$ cat config.mk
export PLATFORM = sky130hd
export DESIGN_NAME = psram_ctrl
export DESIGN_NICKNAME = d
export VERILOG_FILES = /design/src/rtl/psram_pkg.sv /design/src/rtl/psram_timer.sv /design/src/rtl/psram_selwin.sv /design/src/rtl/psram_rdcap.sv /design/src/rtl/psram_ctrl.sv
export SDC_FILE = /design/constraint.sdc
export NUM_CORES = 1
export LEC_CHECK = 0
export BUFFER_PORTS_ARGS = -buffer_cell sky130_fd_sc_hd__buf_2
export CORE_MARGIN = 5
export CORE_UTILIZATION = 40
export DETAILED_ROUTE_END_ITERATION = 16
export PLACE_DENSITY_LB_ADDON = 0.15
export SETUP_SLACK_MARGIN = 0.4
export SKIP_LAST_GASP = 1
export SYNTH_ARGS = -nofsm -noshare
export SYNTH_HDL_FRONTEND = slang
export SYNTH_SLANG_ARGS = --single-unit
$ cat constraint.sdc
create_clock -name clk -period 2.7 [get_ports clk]
set_input_delay 0.81 -clock clk [delete_from_list [all_inputs] [get_ports clk]]
set_output_delay 0.81 -clock clk [all_outputs]
set_load 0.01 [all_outputs]
$ cat src/rtl/psram_pkg.sv
package psram_pkg;

    typedef enum logic [2:0] {
        ST_INIT,
        ST_IDLE,
        ST_RD,
        ST_WR,
        ST_WREC,
        ST_LINK,
        ST_GAP
    } psram_state_e;

    function automatic int unsigned max2(int unsigned a, int unsigned b);
        return (a > b) ? a : b;
    endfunction

endpackage

$ cat src/rtl/psram_timer.sv
module psram_timer #(
    parameter int W = 8
) (
    input  logic         clk,
    input  logic         rst_n,
    input  logic         clr,
    output logic [W-1:0] cnt
);

    always_ff @(posedge clk or negedge rst_n) begin
        if (!rst_n) begin
            cnt <= '0;
        end else if (clr) begin
            cnt <= '0;
        end else begin
            cnt <= cnt + 1'b1;
        end
    end

endmodule

$ cat src/rtl/psram_selwin.sv
module psram_selwin #(
    parameter int LIMIT = 1800,
    parameter int COST  = 9
) (
    input  logic clk,
    input  logic rst_n,
    input  logic sel_on,
    output logic room
);

    localparam int CW = $clog2(LIMIT + COST + 1) + 1;

    logic [CW-1:0] sel_cnt;

    // cycles the chip has spent selected so far in this select period
    always_ff @(posedge clk or negedge rst_n) begin
        if (!rst_n) begin
            sel_cnt <= '0;
        end else if (!sel_on) begin
            sel_cnt <= '0;
        end else if (sel_cnt != CW'(LIMIT)) begin
            sel_cnt <= sel_cnt + 1'b1;
        end
    end

    assign room = (sel_cnt + CW'(COST)) <= CW'(LIMIT);

endmodule

$ cat src/rtl/psram_rdcap.sv
module psram_rdcap #(
    parameter int W = 16
) (
    input  logic         clk,
    input  logic         rst_n,
    input  logic         capture,
    input  logic [W-1:0] dq_i,
    output logic [W-1:0] rdata,
    output logic         rvalid
);

    always_ff @(posedge clk or negedge rst_n) begin
        if (!rst_n) begin
            rdata  <= '0;
            rvalid <= 1'b0;
        end else begin
            rvalid <= capture;
            if (capture) begin
                rdata <= dq_i;
            end
        end
    end

endmodule

$ cat src/rtl/psram_ctrl.sv
module psram_ctrl
    import psram_pkg::*;
#(
    parameter int ADDR_W      = 19,
    parameter int INIT_CYC    = 6250,
    parameter int RD_CYC      = 7,
    parameter int WR_CYC      = 6,
    parameter int GAP_CYC     = 1,
    parameter int SEL_MAX_CYC = 1800
) (
    input  logic              clk,
    input  logic              rst_n,
    input  logic              req_valid,
    output logic              req_ready,
    input  logic              req_write,
    input  logic [ADDR_W-1:0] req_addr,
    input  logic [15:0]       req_wdata,
    input  logic [1:0]        req_be,
    output logic              rsp_valid,
    output logic [15:0]       rsp_rdata,
    output logic              mem_ce_n,
    output logic              mem_ce2,
    output logic              mem_oe_n,
    output logic              mem_we_n,
    output logic              mem_lb_n,
    output logic              mem_ub_n,
    output logic [ADDR_W-1:0] mem_addr,
    output logic [15:0]       mem_dq_o,
    output logic              mem_dq_oe,
    input  logic [15:0]       mem_dq_i
);

    localparam int ACC_MAX  = int'(max2(RD_CYC, WR_CYC + 1));
    localparam int ACC_COST = ACC_MAX + 2;
    localparam int TMAX     = int'(max2(max2(INIT_CYC, RD_CYC), max2(WR_CYC, GAP_CYC)));
    localparam int TW       = $clog2(TMAX + 1);

    psram_state_e state, state_nx;
    logic [TW-1:0] tmr;
    logic          room;
    logic          sel_on;
    logic          accept;
    logic          capture;

    assign sel_on  = (state == ST_RD) || (state == ST_WR) ||
                     (state == ST_WREC) || (state == ST_LINK);
    assign req_ready = (state == ST_IDLE) || ((state == ST_LINK) && room);
    assign accept  = req_valid && req_ready;
    assign capture = (state == ST_RD) && (state_nx == ST_LINK);

    psram_timer #(.W(TW)) u_tmr (
        .clk   (clk),
        .rst_n (rst_n),
        .clr   (state_nx != state),
        .cnt   (tmr)
    );

    psram_selwin #(.LIMIT(SEL_MAX_CYC), .COST(ACC_COST)) u_win (
        .clk    (clk),
        .rst_n  (rst_n),
        .sel_on (sel_on),
        .room   (room)
    );

    psram_rdcap #(.W(16)) u_cap (
        .clk     (clk),
        .rst_n   (rst_n),
        .capture (capture),
        .dq_i    (mem_dq_i),
        .rdata   (rsp_rdata),
        .rvalid  (rsp_valid)
    );

    // next state
    always_comb begin
        state_nx = state;
        unique case (state)
            ST_INIT: if (tmr == TW'(INIT_CYC - 1)) state_nx = ST_IDLE;
            ST_IDLE: if (req_valid) state_nx = req_write ? ST_WR : ST_RD;
            ST_RD:   if (tmr == TW'(RD_CYC - 1)) state_nx = ST_LINK;
            ST_WR:   if (tmr == TW'(WR_CYC - 1)) state_nx = ST_WREC;
            ST_WREC: state_nx = ST_LINK;
            ST_LINK: begin
                if (req_valid && room) state_nx = req_write ? ST_WR : ST_RD;
                else                   state_nx = ST_GAP;
            end
            ST_GAP:  if (tmr == TW'(GAP_CYC - 1)) state_nx = ST_IDLE;
            default: state_nx = ST_INIT;
        endcase
    end

    // state register
    always_ff @(posedge clk or negedge rst_n) begin
        if (!rst_n) state <= ST_INIT;
        else        state <= state_nx;
    end

    // registered pin outputs, decoded from the state being entered
    always_ff @(posedge clk or negedge rst_n) begin
        if (!rst_n) begin
            mem_ce_n  <= 1'b1;
            mem_ce2   <= 1'b0;
            mem_oe_n  <= 1'b1;
            mem_we_n  <= 1'b1;
            mem_lb_n  <= 1'b1;
            mem_ub_n  <= 1'b1;
            mem_addr  <= '0;
            mem_dq_o  <= '0;
            mem_dq_oe <= 1'b0;
        end else begin
            if (accept) begin
                mem_addr <= req_addr;
                mem_dq_o <= req_wdata;
                mem_lb_n <= ~req_be[0];
                mem_ub_n <= ~req_be[1];
            end
            unique case (state_nx)
                ST_RD: begin
                    mem_ce_n  <= 1'b0;
                    mem_ce2   <= 1'b1;
                    mem_oe_n  <= 1'b0;
                    mem_we_n  <= 1'b1;
                    mem_dq_oe <= 1'b0;
                end
                ST_WR: begin
                    mem_ce_n  <= 1'b0;
                    mem_ce2   <= 1'b1;
                    mem_oe_n  <= 1'b1;
                    mem_we_n  <= 1'b0;
                    mem_dq_oe <= 1'b1;
                end
                ST_WREC: begin
                    mem_ce_n  <= 1'b0;
                    mem_ce2   <= 1'b1;
                    mem_oe_n  <= 1'b1;
                    mem_we_n  <= 1'b1;
                    mem_lb_n  <= 1'b1;
                    mem_ub_n  <= 1'b1;
                    mem_dq_oe <= 1'b1;
                end
                ST_LINK: begin
                    mem_ce_n  <= 1'b0;
                    mem_ce2   <= 1'b1;
                    mem_oe_n  <= 1'b1;
                    mem_we_n  <= 1'b1;
                    mem_lb_n  <= 1'b1;
                    mem_ub_n  <= 1'b1;
                    mem_dq_oe <= 1'b0;
                end
                default: begin
                    mem_ce_n  <= 1'b1;
                    mem_ce2   <= 1'b0;
                    mem_oe_n  <= 1'b1;
                    mem_we_n  <= 1'b1;
                    mem_lb_n  <= 1'b1;
                    mem_ub_n  <= 1'b1;
                    mem_dq_oe <= 1'b0;
                end
            endcase
        end
    end

endmodule

==> results by group, run 1 <==
Outcome
  • Status: finished, violations left
  • Violated checks: negative setup slack

Placed design
  • Dpl cells: 631
  • GP Congestion: 0.869
  • PortBufs: 116
  • Place WS: 0.0647 ns
  • Detail Placement HPWL: 6490 microns

Worst hold path
  • Hold wc startpoint: u_cap.rdata[2]
  • HP Class: reg2reg

Cells and area
  • Share of cells above drive strength 1: 0.468
  • Filler instances: 920
  • Multi-input logic area: 1920 sq um
  • Commonest non-fill, non-tap cell in the layout: buf_2
  • Commonest cells after routing, fill and taps aside: buf_2, dfrtp_1, nand2_1, mux2_2, nand3_1
  • Final net count: 585
  • ANT cells: 0
  • P&R area growth vs syn: 33.6%
  • Cell Count, Final, Fillers Out: 662
  • Register area: 2190 sq um

Global routing
  • Vias in the first global route: 3,121
  • Global route total overflow: 0
  • Largest net degree at the start of global routing: 52
  • Antenna violations before repair: 0
  • GRT Util Overall: 0.152
  • Global-route wire length before repair: 15,600 microns

Timing
  • RSZ-0062 raised after global routing: yes
  • Relative slew margins: 0.558
  • Final Max Tran Viols: 0
  • Period utilization: 1.12
  • Peak Freq: 330 MHz
  • Setup Viol. Count Final: 1
  • PnR worst setup slack: -0.330 ns
  • Slew @ Worst Pin: 0.664 ns
  • Final hold vios: 0
  • Post-layout minimum cycle time: 3.03 ns
  • Setup_tns: -0.330 ns
  • Clk_skew: 0.0135 ns

Floorplan
  • Die Wd: 111 microns
  • IO Pins: 117
  • Num rows: 37
  • Die Footprint: 12,300 sq um
  • Core area: 10,100 sq um
  • Initial core utilization: 0.403
  • Die height: 111 microns

Pwr
  • Cell Pwr Density: 437 nW/um^2
  • Total chip power: 0.00239 W
  • Leakage Power: 2.69 nW
  • Worst vdd ir: 0.258 mV

Worst setup path
  • Worst path slowest cell: dfrtp_2
  • Crit path capture type: output port
  • Worst-path fanout max: 5
  • Worst R2R Start: u_win.sel_cnt[0]
  • Worst Setup SP: u_win.sel_cnt[0]
  • WS Path Type: reg2out
  • Max stage delay on crit path: 0.44 ns
  • CP Launch Type: register
  • WP data required: 1.89 ns
  • Critical-path cell list: buf_4, and3_1, xnor2_1, a21o_1, o311a_1, o21ai_2, and2_4, buf_6
  • CP Data Arrival Time: 2.22 ns

CTS
  • CTS Buf Count: 9
  • Worst-path clk slew: 0.09 ns
  • Clk buf depth: 2
  • Total clock sinks: 87
  • Clock Latency Late Sink: 0.35 ns
  • H-tree depth: 3
  • CTS tree: built
  • Clk root buf: clkbuf_8

Yosys
  • Post-synthesis simple-gate area fraction: 0.205
  • Top_reg_cell synth: dfrtp_1
  • Top cells by area, synth: dfrtp_1, mux2_2, nand2_1
  • Synth top area share: 0.502
  • Dominant combinational cell family by area after synthesis: simple AND/OR/NAND/NOR gates
  • Post-synthesis mux area share: 0.101
  • Synth Area in Compound Gates: 0.0538
  • EDFF count, synth: 0
  • Synth Area per Inst: 10.7 sq um
  • Distinct cell type count after synthesis: 49
  • Post-Syn Instances: 383
  • Fraction of synthesis flops using an asynchronous set or reset pin: 1.00
  • Sequential share of the synthesized area: 0.534
  • Mapped Nets: 447
  • Xor and xnor area share after synthesis: 0.0514
  • Post-synthesis adder-cell area fraction: 0.0214
  • Synth Register Bits: 87
  • Post-Syn Area: 4090 sq um
  • Top cell type by total area after synthesis: dfrtp_1
  • Ys Warns: 0

Routing
  • Via density: 4.85
  • Post-DRT Antenna Nets: 0
  • Vias: 3,211
  • Residual DRC: 0
  • Iter 0 DRT Violations: 176
  • Routed WL: 9560 microns
  • First-pass DRT Iterations: 4
  • Wire per inst: 14.4 microns

Job
  • # Max-Cap Violations: 0
cells in the mapped netlist (4+ instances only):
cell type / number
xnor2_1: 17
mux2_2: 35
a21oi_1: 7
ha_1: 7
xor2_1: 7
nor3_1: 6
inv_1: 10
nand2_1: 79
nor2_1: 24
dfrtp_1: 82
buf_2: 8
dfstp_2: 5
nand2b_1: 4
o21ai_0: 8
nor4b_1: 4
nand3_1: 21
clkbuf_1: 7
and3_1: 6
cell type report:
cell class | instances | share of cell area
Sequential cell | 87 | 0.401
Multi-Input combinational cell | 268 | 0.352
Timing Repair Buffer | 145 | 0.169
Tap cell | 136 | 0.0311
Clock buffer | 10 | 0.0234
Clock inverter | 6 | 0.0169
Inverter | 10 | 0.00687
metrics by stage:
| step | cell area (sq um) | utilization | hold WS [ns] |
|---|---|---|---|
| 2_1_floorplan | 4110 | - | 0.484 |
| 3_3_place_gp | 4900 | 0.483 | 0.444 |
| 3_5_place_dp | 4900 | 0.483 | 0.451 |
| 4_1_cts | 5250 | 0.518 | 0.472 |
| 5_1_grt | 5470 | 0.539 | 0.483 |
| 6_report | 5470 | 0.539 | 0.468 |
timing repair:
item,4_1_cts,5_1_grt
pin swaps,16,12
cloned,0,5
buffers inserted,5,5
hold buffers,0,0
gates resized for setup,24,26
setup endpoints to repair,21,74
worst paths after layout:
path	depth (start not counted)	end	slack [ns]
setup / recovery	8	req_ready	-0.33
hold / removal	2	u_cap.rdata[2]	0.47
setup reg to reg	11	u_tmr.cnt[0]	0.07
hold reg to reg	2	u_cap.rdata[2]	0.47
max in group asynchronous	2	mem_oe_n	1.54
min in group asynchronous	1	u_cap.rdata[13]	0.48
state kept, by name, summed over array words and instances (netlist names), 3 cells and up:
signal,flops
u_cap.rdata,16
mem_addr,19
u_win.sel_cnt,12
mem_dq_o,16
u_tmr.cnt,13
state,3
critical path, delay by kind of cell (launching register included):
family	cells	cell delay (ns)
buffers and inverters	2	0.24
and+or+nand+nor	2	0.38
xor gates and xnor gates	1	0.17
AOI/OAI and AO/OA	3	0.63
DFF	1	0.44
cells by family (layout without fill, tap and decap cells):
logic type / Yosys count / count (layout)
adders and majority gates: 7 / 7
AOI/OAI and AO/OA: 32 / 32
buffers and inverters: 28 / 171
DFF: 87 / 87
xor gates and xnor gates: 24 / 24
and+or+nand+nor: 168 / 168
muxes: 37 / 37
metal layers:
metal	share of wire	up-vias	track usage	routed length [microns]
met3	0.061	12	0.0371	579
met5	0	-	0	0
met2	0.44	100	0.231	4250
met1	0.48	1532	0.213	4590
li1	-	1567	-	-
met4	0.015	0	0.0543	148
power breakdown:
group          leakage, nW  internal (W)  total (W)  switching [W]
Sequential            1.10       0.00130    0.00130              0
Clock                0.104      0.000529    0.00101       0.000484
Combinational         1.49     0.0000334  0.0000721      0.0000388
Note: power is estimated with default switching activity, not from simulation.
==> run 2, diff against run 1 <==
Settings changed: CELL_PAD_IN_SITES_DETAIL_PLACEMENT set to 1, CELL_PAD_IN_SITES_GLOBAL_PLACEMENT set to 2, CORE_UTILIZATION 40 to 29.
==> results by group, run 2 (synthesis results as in run 1) <==
Outcome
  • Status: finished, violations left
  • Violated checks: negative setup slack

Worst setup path
  • Crit path capture type: output port
  • CP Data Arrival Time: 2.23 ns (about the same)
  • CP Launch Type: register
  • WP data required: 1.89 ns (about the same)
  • Worst-path fanout max: 6 (+1)
  • WS Path Type: reg2out

Routing
  • Met3 wire length: 759 microns (+31%)
  • Met2 Wirelength: 5450 microns (+28%)
  • Routed WL: 12,000 microns (+26%)
  • M1 wire length: 5620 microns (+23%)
  • Top layer used by detailed routing: met4
  • Via density: 4.66 (-3.9%)
  • Vias: 3,299 (+2.7%)
  • Post-DRT Antenna Nets: 0 (unchanged)
  • Iter 0 DRT Violations: 103 (-41%)
  • Wire per inst: 17.0 microns (+18%)
  • Residual DRC: 0 (unchanged)
  • First-pass DRT Iterations: 4 (unchanged)

CTS
  • Clk buf depth: 2 (unchanged)
  • CTS tree: built
  • Worst-path clk slew: 0.07 ns (-0.02 ns)
  • H-tree depth: 3 (unchanged)
  • CTS Buf Count: 9 (unchanged)
  • Clk root buf: clkbuf_16
  • Total clock sinks: 87 (unchanged)
  • Clock Latency Late Sink: 0.34 ns (about the same)

Floorplan
  • Die Footprint: 16,600 sq um (+34%)
  • Core area: 13,900 sq um (+37%)
  • Num rows: 43 (+16%)
  • Die height: 129 microns (+16%)
  • Die Wd: 129 microns (+16%)
  • IO Pins: 117 (unchanged)
  • Initial core utilization: 0.295 (-0.109)

Pwr
  • Cell Pwr Density: 464 nW/um^2 (+6.2%)
  • Worst vdd ir: 0.248 mV (-3.7%)
  • Leakage Power: 2.80 nW (+4.1%)
  • Total chip power: 0.00267 W (+12%)

Placed design
  • PortBufs: 116 (unchanged)
  • Detail Placement HPWL: 8050 microns (+24%)
  • Placed cell area: 4990 sq um (+1.8%)
  • Place WS: 0.0278 ns (-0.0369 ns)
  • GP Congestion: 0.768 (-12%)

Cells and area
  • P&R area growth vs syn: 40.5%
  • Max reg flops: 19 (unchanged)
  • Share of cells above drive strength 1: 0.447 (-0.0207)
  • Final instance area: 5750 sq um (+5.1%)
  • Final net count: 587 (+0.34%)
  • Util after Layout: 0.414 (-0.125)
  • Register area: 2190 sq um (about the same)
  • Largest register by flop count: mem_addr
  • Commonest non-fill, non-tap cell in the layout: buf_2
  • Filler instances: 1,585 (+72%)
  • Commonest cells after routing, fill and taps aside: buf_2, nand2_1, dfrtp_1, mux2_4, nor2_1
  • Multi-input logic area: 2010 sq um (+4.7%)
  • Top flop regs: mem_addr (19), mem_dq_o (16), u_cap.rdata (16)
  • ANT cells: 0 (unchanged)

Timing
  • Final hold vios: 0 (unchanged)
  • RSZ-0062 raised after global routing: yes
  • Final Max Tran Viols: 0 (unchanged)
  • Post-layout minimum cycle time: 3.04 ns (+0.00942 ns)
  • Setup Viol. Count Final: 1 (unchanged)
  • PnR worst setup slack: -0.340 ns (-0.00942 ns)
  • Slew @ Worst Pin: 0.540 ns (-0.124 ns)
  • Relative slew margins: 0.639 (+0.0817)
  • Period utilization: 1.13 (+0.00349)
  • Peak Freq: 329 MHz (-0.31%)
  • Clk_skew: 0.00711 ns (-0.00638 ns)

Global routing
  • Antenna violations before repair: 0 (unchanged)
  • GRT Util Overall: 0.133 (-0.0188)
  • Vias in the first global route: 3,328 (+6.6%)
  • Global-route wire length before repair: 17,400 microns (+12%)
  • Global route total overflow: 0 (unchanged)
  • Largest net degree at the start of global routing: 38 (-27%)

Worst hold path
  • HP Class: in2async

Job
  • # Max-Cap Violations: 0 (unchanged)
==> run 2: cell count changes in the layout (fill, tap and decap cells not counted), sizes merged <==
| cell | before | now |
|---|---|---|
| bufinv | 2 | 1 |
| clkinv | 0 | 2 |
| clkbuf | 12 | 16 |
| clkinvlp | 2 | 0 |
| inv | 12 | 11 |
==> run 2: routing by layer <==
metal | up-vias | track usage
li1 | 1575 | -
met1 | 1614 | 0.189
met2 | 94 | 0.196
met3 | 16 | 0.0295
met4 | 0 | 0.0562
met5 | - | 0
==> run 2: final cells by class <==
class	instances	share of cell area
clock buffers	12	0.0446
multi-input cells	268	0.350
well taps	180	0.0392
repair buffers	147	0.169
flip-flops and latches	87	0.381
clock inverters	4	0.00915
inverters	10	0.00653
==> run 2: per-stage QoR <==
step           hold WS [ns]  instances  TNS [ns]
3_3_place_gp          0.445        678         0
4_1_cts               0.429        696    -0.332
6_report              0.418        708    -0.340
2_1_floorplan         0.484        383         0
3_5_place_dp          0.456        678         0
5_1_grt               0.453        708    -0.444
==> run 2: report_power, final <==
group / internal (W) / switching [W] / leakage [nW]
combinational: 0.0000344 / 0.0000422 / 1.55
clock: 0.000771 / 0.000514 / 0.153
sequential: 0.00130 / 0 / 1.10
==> run 2: what timing repair did <==
action / 4_1_cts / 5_1_grt
hold buffers: 0 / 0
gates resized for setup: 10 / 60
gates cloned: 0 / 8
pin swaps: 0 / 12
setup buffers: 2 / 4
endpoints found under the setup margin: 22 / 73
==> run 2: worst max-delay path, cell delays in order, from the launching register on <==
cell       delay, ns
dfrtp_2         0.42
ha_4            0.20
a2111oi_4       0.31
a31oi_1         0.07
a21o_1          0.18
o311a_1         0.31
o21ai_1         0.13
and2_4          0.15
buf_2           0.12
==> run 2: path summary, 6_finish.rpt <==
| kind | from | end | slack, ns | cells past startpoint |
|---|---|---|---|---|
| min reg2reg | u_cap.rdata[0] | u_cap.rdata[0] | 0.46 | 2 |
| min in group clk | u_cap.rdata[0] | u_cap.rdata[0] | 0.46 | 2 |
| max | u_win.sel_cnt[0] | req_ready | -0.34 | 8 |
| max in group asynchronous | rst_n | mem_lb_n | 1.57 | 2 |
| max reg2reg | u_win.sel_cnt[0] | u_tmr.cnt[0] | 0.20 | 10 |
| min | rst_n | u_cap.rdata[7] | 0.42 | 1 |
